`config.mk`:
```
export PLATFORM = sky130hd
export DESIGN_NAME = pix_pair_demux
export DESIGN_NICKNAME = d
export VERILOG_FILES = /design/src/rtl/pdm_pkg.sv /design/src/rtl/pdm_mode_shadow.sv /design/src/rtl/pdm_parity.sv /design/src/rtl/pdm_router.sv /design/src/rtl/pix_pair_demux.sv
export SDC_FILE = /design/constraint.sdc
export NUM_CORES = 1
export LEC_CHECK = 0
export ABC_AREA = 0
export CORE_ASPECT_RATIO = 1.25
export CORE_UTILIZATION = 25
export DETAILED_ROUTE_END_ITERATION = 10
export PLACE_DENSITY = 0.49
export SYNTH_ARGS = -nofsm -noshare
export SYNTH_HDL_FRONTEND = slang
export SYNTH_HIERARCHICAL = 1
export SYNTH_SLANG_ARGS = --single-unit
```
`constraint.sdc`:
```
create_clock -name clk -period 1.75 [get_ports clk]
set_clock_uncertainty 0.15 [all_clocks]
set_input_delay 0.175 -clock clk [delete_from_list [all_inputs] [get_ports clk]]
set_output_delay 0.175 -clock clk [all_outputs]
set_load 0.01 [all_outputs]
```
`src/rtl/pdm_pkg.sv`:
```
package pdm_pkg;
   typedef struct packed {
      logic dual;
      logic odd_a;
      logic shift;
      logic blank;
   } pdm_mode_t;

   localparam pdm_mode_t PDM_MODE_RESET = '{dual: 1'b0, odd_a: 1'b0, shift: 1'b0, blank: 1'b0};
endpackage

```
`src/rtl/pdm_mode_shadow.sv`:
```
module pdm_mode_shadow
   import pdm_pkg::*;
(
   input  logic      clk,
   input  logic      rst_n,
   input  logic      hsync,
   input  pdm_mode_t mode_in,
   output pdm_mode_t mode_q
);
   always_ff @(posedge clk) begin
      if (!rst_n)     mode_q <= PDM_MODE_RESET;
      else if (hsync) mode_q <= mode_in;
   end
endmodule

```
`src/rtl/pdm_parity.sv`:
```
module pdm_parity (
   input  logic clk,
   input  logic rst_n,
   input  logic hsync,
   output logic is_odd
);
   logic next_even_q;

   assign is_odd = hsync | ~next_even_q;

   always_ff @(posedge clk) begin
      if (!rst_n) next_even_q <= 1'b0;
      else        next_even_q <= ~hsync & is_odd;
   end
endmodule

```
`src/rtl/pdm_router.sv`:
```
module pdm_router #(
   parameter int PIX_W = 24,
   parameter int OVR_W = 3
) (
   input  logic             clk,
   input  logic             rst_n,
   input  logic             dual,
   input  logic             odd_a,
   input  logic             shift,
   input  logic             is_odd,
   input  logic [PIX_W-1:0] samp_pix,
   input  logic [OVR_W-1:0] samp_ovr,
   output logic [PIX_W-1:0] a_pix,
   output logic [OVR_W-1:0] a_ovr,
   output logic [PIX_W-1:0] b_pix,
   output logic [OVR_W-1:0] b_ovr,
   output logic             clk_q
);
   localparam int LANE_W = PIX_W + OVR_W;

   logic [LANE_W-1:0] samp, hold_q, hold_d, a_q, a_d, b_q, b_d;
   logic              clk_d;

   assign samp = {samp_ovr, samp_pix};

   always_comb begin
      a_d    = a_q;
      b_d    = b_q;
      hold_d = hold_q;
      clk_d  = clk_q;
      if (!dual) begin
         a_d   = samp;
         b_d   = '0;
         clk_d = 1'b0;
      end else begin
         clk_d = ~is_odd;
         if (shift) begin
            if (is_odd == odd_a) a_d = samp;
            else                 b_d = samp;
         end else if (is_odd) begin
            hold_d = samp;
         end else if (odd_a) begin
            a_d = hold_q;
            b_d = samp;
         end else begin
            a_d = samp;
            b_d = hold_q;
         end
      end
   end

   always_ff @(posedge clk) begin
      if (!rst_n) begin
         a_q    <= '0;
         b_q    <= '0;
         hold_q <= '0;
         clk_q  <= 1'b0;
      end else begin
         a_q    <= a_d;
         b_q    <= b_d;
         hold_q <= hold_d;
         clk_q  <= clk_d;
      end
   end

   assign {a_ovr, a_pix} = a_q;
   assign {b_ovr, b_pix} = b_q;
endmodule

```
`src/rtl/pix_pair_demux.sv`:
```
module pix_pair_demux
   import pdm_pkg::*;
#(
   parameter int NUM_CH = 3,
   parameter int CH_W   = 8,
   localparam int PIX_W = NUM_CH * CH_W
) (
   input  logic              clk,
   input  logic              rst_n,
   input  logic [PIX_W-1:0]  in_pix,
   input  logic [NUM_CH-1:0] in_ovr,
   input  logic              hsync,
   input  logic              clamp,
   input  logic              cfg_dual,
   input  logic              cfg_odd_a,
   input  logic              cfg_shift,
   input  logic              cfg_blank,
   input  logic              cfg_disable,
   output logic [PIX_W-1:0]  port_a_pix,
   output logic [NUM_CH-1:0] port_a_ovr,
   output logic [PIX_W-1:0]  port_b_pix,
   output logic [NUM_CH-1:0] port_b_ovr,
   output logic              out_clk,
   output logic              oe_data,
   output logic              oe_clk
);
   if (NUM_CH < 1) begin : g_bad_ch
      $error("pix_pair_demux: NUM_CH must be at least 1");
   end
   if (CH_W < 1 || CH_W > 16) begin : g_bad_w
      $error("pix_pair_demux: CH_W must lie in 1..16");
   end

   pdm_mode_t         mode_in, mode_q;
   logic              act_dual, act_odd_a, act_shift, act_blank;
   logic              is_odd, blank_now, clk_q, oe_q;
   logic [PIX_W-1:0]  samp_pix;
   logic [NUM_CH-1:0] samp_ovr;

   assign mode_in = '{dual: cfg_dual, odd_a: cfg_odd_a, shift: cfg_shift, blank: cfg_blank};

   pdm_mode_shadow i_shadow (
      .clk(clk), .rst_n(rst_n), .hsync(hsync), .mode_in(mode_in), .mode_q(mode_q)
   );

   assign act_dual  = mode_q.dual;
   assign act_odd_a = mode_q.odd_a;
   assign act_shift = mode_q.shift;
   assign act_blank = mode_q.blank;

   pdm_parity i_parity (
      .clk(clk), .rst_n(rst_n), .hsync(hsync), .is_odd(is_odd)
   );

   assign blank_now = act_blank & (hsync | clamp);

   for (genvar g = 0; g < NUM_CH; g++) begin : g_chan
      assign samp_pix[g*CH_W +: CH_W] = blank_now ? '0 : in_pix[g*CH_W +: CH_W];
      assign samp_ovr[g]              = ~blank_now & in_ovr[g];
   end

   pdm_router #(.PIX_W(PIX_W), .OVR_W(NUM_CH)) i_router (
      .clk(clk), .rst_n(rst_n),
      .dual(act_dual), .odd_a(act_odd_a), .shift(act_shift), .is_odd(is_odd),
      .samp_pix(samp_pix), .samp_ovr(samp_ovr),
      .a_pix(port_a_pix), .a_ovr(port_a_ovr),
      .b_pix(port_b_pix), .b_ovr(port_b_ovr),
      .clk_q(clk_q)
   );

   always_ff @(posedge clk) begin
      if (!rst_n) oe_q <= 1'b0;
      else        oe_q <= ~cfg_disable;
   end

   assign out_clk = act_dual ? clk_q : clk;
   assign oe_data = oe_q;
   assign oe_clk  = oe_q;
endmodule

```
==> flow_metrics.env <==
export IMPL_maxCapViolCount=0
export IMPL_drive_above_1_share_pct=15.5
export IMPL_tns_ns=0
export IMPL_end_kind="output pin"
export IMPL_critPathArrivalTime_ns=1.38
export IMPL_vdd_drop_max_mv=0.376
export IMPL_routed_wl_mm=11.9
export IMPL_min_path_type="in -> reg"
export IMPL_grt_overflow=0
export IMPL_die_area_um2=16100
export IMPL_crit_fanout=2
export IMPL_portBuffers=92
export IMPL_drt_iter0_markers=135
export IMPL_p_leak_uw=0.00208
export IMPL_finalMaxSlewViolations=0
export IMPL_drc=0
export IMPL_first_global_vias=3696
export IMPL_fin_nets=626
export IMPL_synth_seq_cells=88
export IMPL_worst_hold_slack_ns=0.110
export IMPL_multiInputGateArea_um2=1920
export IMPL_async_flop_share_pct=0
export IMPL_clkTransAtPathRegs_ns=0.06
export IMPL_die_h_um=142
export IMPL_core_area_um2=15100
export IMPL_ys_warn_count=6
export IMPL_finalSetupViolCount=0
export IMPL_hold_viol=0
export IMPL_relSlewSlack_pct=76.7
export IMPL_synth_xor_area_share_pct=0.704
export IMPL_outcome="finished, final reports clean"
export IMPL_gp_congestion=0.726
export IMPL_vias=3715
export IMPL_synth_fp_nets=514
export IMPL_num_io_pins=93
export IMPL_synthDistinctLibCells=26
export IMPL_synth_adder_area_share_pct=0
export IMPL_synthTopCellsByArea="dfxtp_1, nand2_1, a311oi_1, a21boi_0, a31oi_1"
export IMPL_cp_required_ns=1.42
export IMPL_cts_tree="built"
export IMPL_start_util_pct=25.8
export IMPL_seq_area_um2=1760
export IMPL_rsz0062_at_grt="no"
export IMPL_synth_common_cells="nand2_1, dfxtp_1, o21ai_0"
export IMPL_synth_ff_type="dfxtp_1"
export IMPL_synthSimpleGateAreaFrac_pct=23.5
export IMPL_grt_max_degree=34
export IMPL_vias_per_cell=4.63
export IMPL_routedWlPerCell_um=14.8
export IMPL_clkLatencyLatePin_ns=0.45
export IMPL_startpoint_type="clock port"
export IMPL_post_cts_setup_buffers=0
export IMPL_fillers=1582
export IMPL_postRouteAntennaNets=0
export IMPL_antenna_cells=0
export IMPL_synth_edf_count=0
export IMPL_avgSynthCellArea_um2=8.17
export IMPL_grt_pass1_wl_mm=19.1
export IMPL_yosysSeqAreaShare_pct=45.1
export IMPL_post_route_period_util_pct=97.5
export IMPL_synth_compound_area_share_pct=23.5
export IMPL_track_usage_pct=15.4
export IMPL_syn_inst=478
export IMPL_yosysTopAreaCellShare_pct=45.1
export IMPL_yosys_area_top_type="dfxtp_1"
export IMPL_antenna_found_initial=0
export IMPL_worstSetupPathType="clk -> out"
export IMPL_worstMarginPinSlew_ns=0.349
export IMPL_die_w_um=114
export IMPL_firstDrtPassIters=4
export IMPL_period_needed_ns=1.71
export IMPL_power_density_nw_per_um2=937
export IMPL_yosysMostFrequentCell="nand2_1"
export IMPL_hpwl_mm=7.98
export IMPL_synth_top_family_by_area="compound AO/OA/AOI/OAI gates"
export IMPL_fmax_mhz=589
export IMPL_syn_cell_area_um2=3910
export IMPL_rows=50
export IMPL_synth_mux_area_share_pct=1.31
export IMPL_syn_to_final_growth_pct=45.4
[stage by stage]
step | power (µW) | instances | util, % | setup slack [ns] | area, µm²
global route | 5580 | 803 | 37.5 | 0.000290 | 5680
floorplan | 2630 | 478 | - | 0.184 | 3910
finish | 5320 | 803 | 37.5 | 0.0432 | 5680
global placement | 3080 | 784 | 35.0 | -0.266 | 5290
CTS | 5400 | 803 | 37.5 | 0.00585 | 5680
detailed placement | 3090 | 784 | 35.0 | -0.262 | 5290
[where the power goes]
| part | internal [µW] | leakage (µW) | switching, µW |
|---|---|---|---|
| logic | 419 | 0.00117 | 389 |
| clock network | 1450 | 0.000191 | 903 |
| registers | 2100 | 0.000719 | 60.0 |
| total | 3970 | 0.00208 | 1350 |
[path summary, 6_finish.rpt]
path,from,to,slack [ns],depth (start not counted)
worst max-delay path,clk,out_clk,0.04,3
worst min-delay path,cfg_disable,oe_clk,0.11,2
worst max register to register,i_parity/next_even_q,i_router/b_q[19],0.12,6
worst min register to register,i_parity/next_even_q,i_parity/next_even_q,0.29,1
[flip-flops by register name, indices dropped and copies added (netlist names)]
signal,count
i_router/b_q,27
oe_clk,1
i_shadow/mode_q,4
i_router/a_q,27
i_router/hold_q,27
i_parity/next_even_q,1
i_router/clk_q,1
[layer usage]
layer	part of all wire, %	vias up	track usage, %
li1	-	1872	-
met1	44	1731	18.2
met5	0	-	0
met3	4.8	12	4.14
met2	49	100	26.5
met4	1.4	0	5.54
[cell usage in the layout (no fill, tap or decap), types with 3 or more instances in the layout]
cell type / count
a31oi_1: 27
and3b_1: 3
a311oi_1: 27
and2_2: 16
a21boi_0: 27
nor2b_1: 5
o21ai_1: 23
nor2_1: 28
dlymetal6s2s_1: 3
buf_4: 40
dfxtp_1: 88
clkdlybuf4s50_1: 87
and2_1: 11
nand2_1: 136
mux2i_1: 4
buf_12: 7
clkbuf_16: 11
o21ai_0: 31
[cells by family after synthesis]
family / after synthesis
flip-flops: 88
AO/OA/AOI/OAI: 138
buffers and inverters: 41
XOR/XNOR: 1
AND/OR/NAND/NOR: 205
multiplexers: 5
[timing repair]
item / 4_1_cts / 5_1_grt
hold buffers: 1 / 0
endpoints found under the hold margin: 1 / 0
cloned: 0 / 0
gates resized for setup: 6 / 3
setup endpoints to repair: 1 / 3
[layout make-up]
cell class / count / area share, %
Clock buffer: 14 / 5.53
Timing Repair Buffer: 139 / 24.0
Multi-Input combinational cell: 349 / 33.8
Clock inverter: 5 / 1.12
Sequential cell: 88 / 31.0
Tap cell: 208 / 4.58
[worst max-delay path: stages]
cell       delay, ns
clkbuf_16       0.12
mux2_4          0.27
buf_6           0.12
Power figures use the tool's default switching activity.
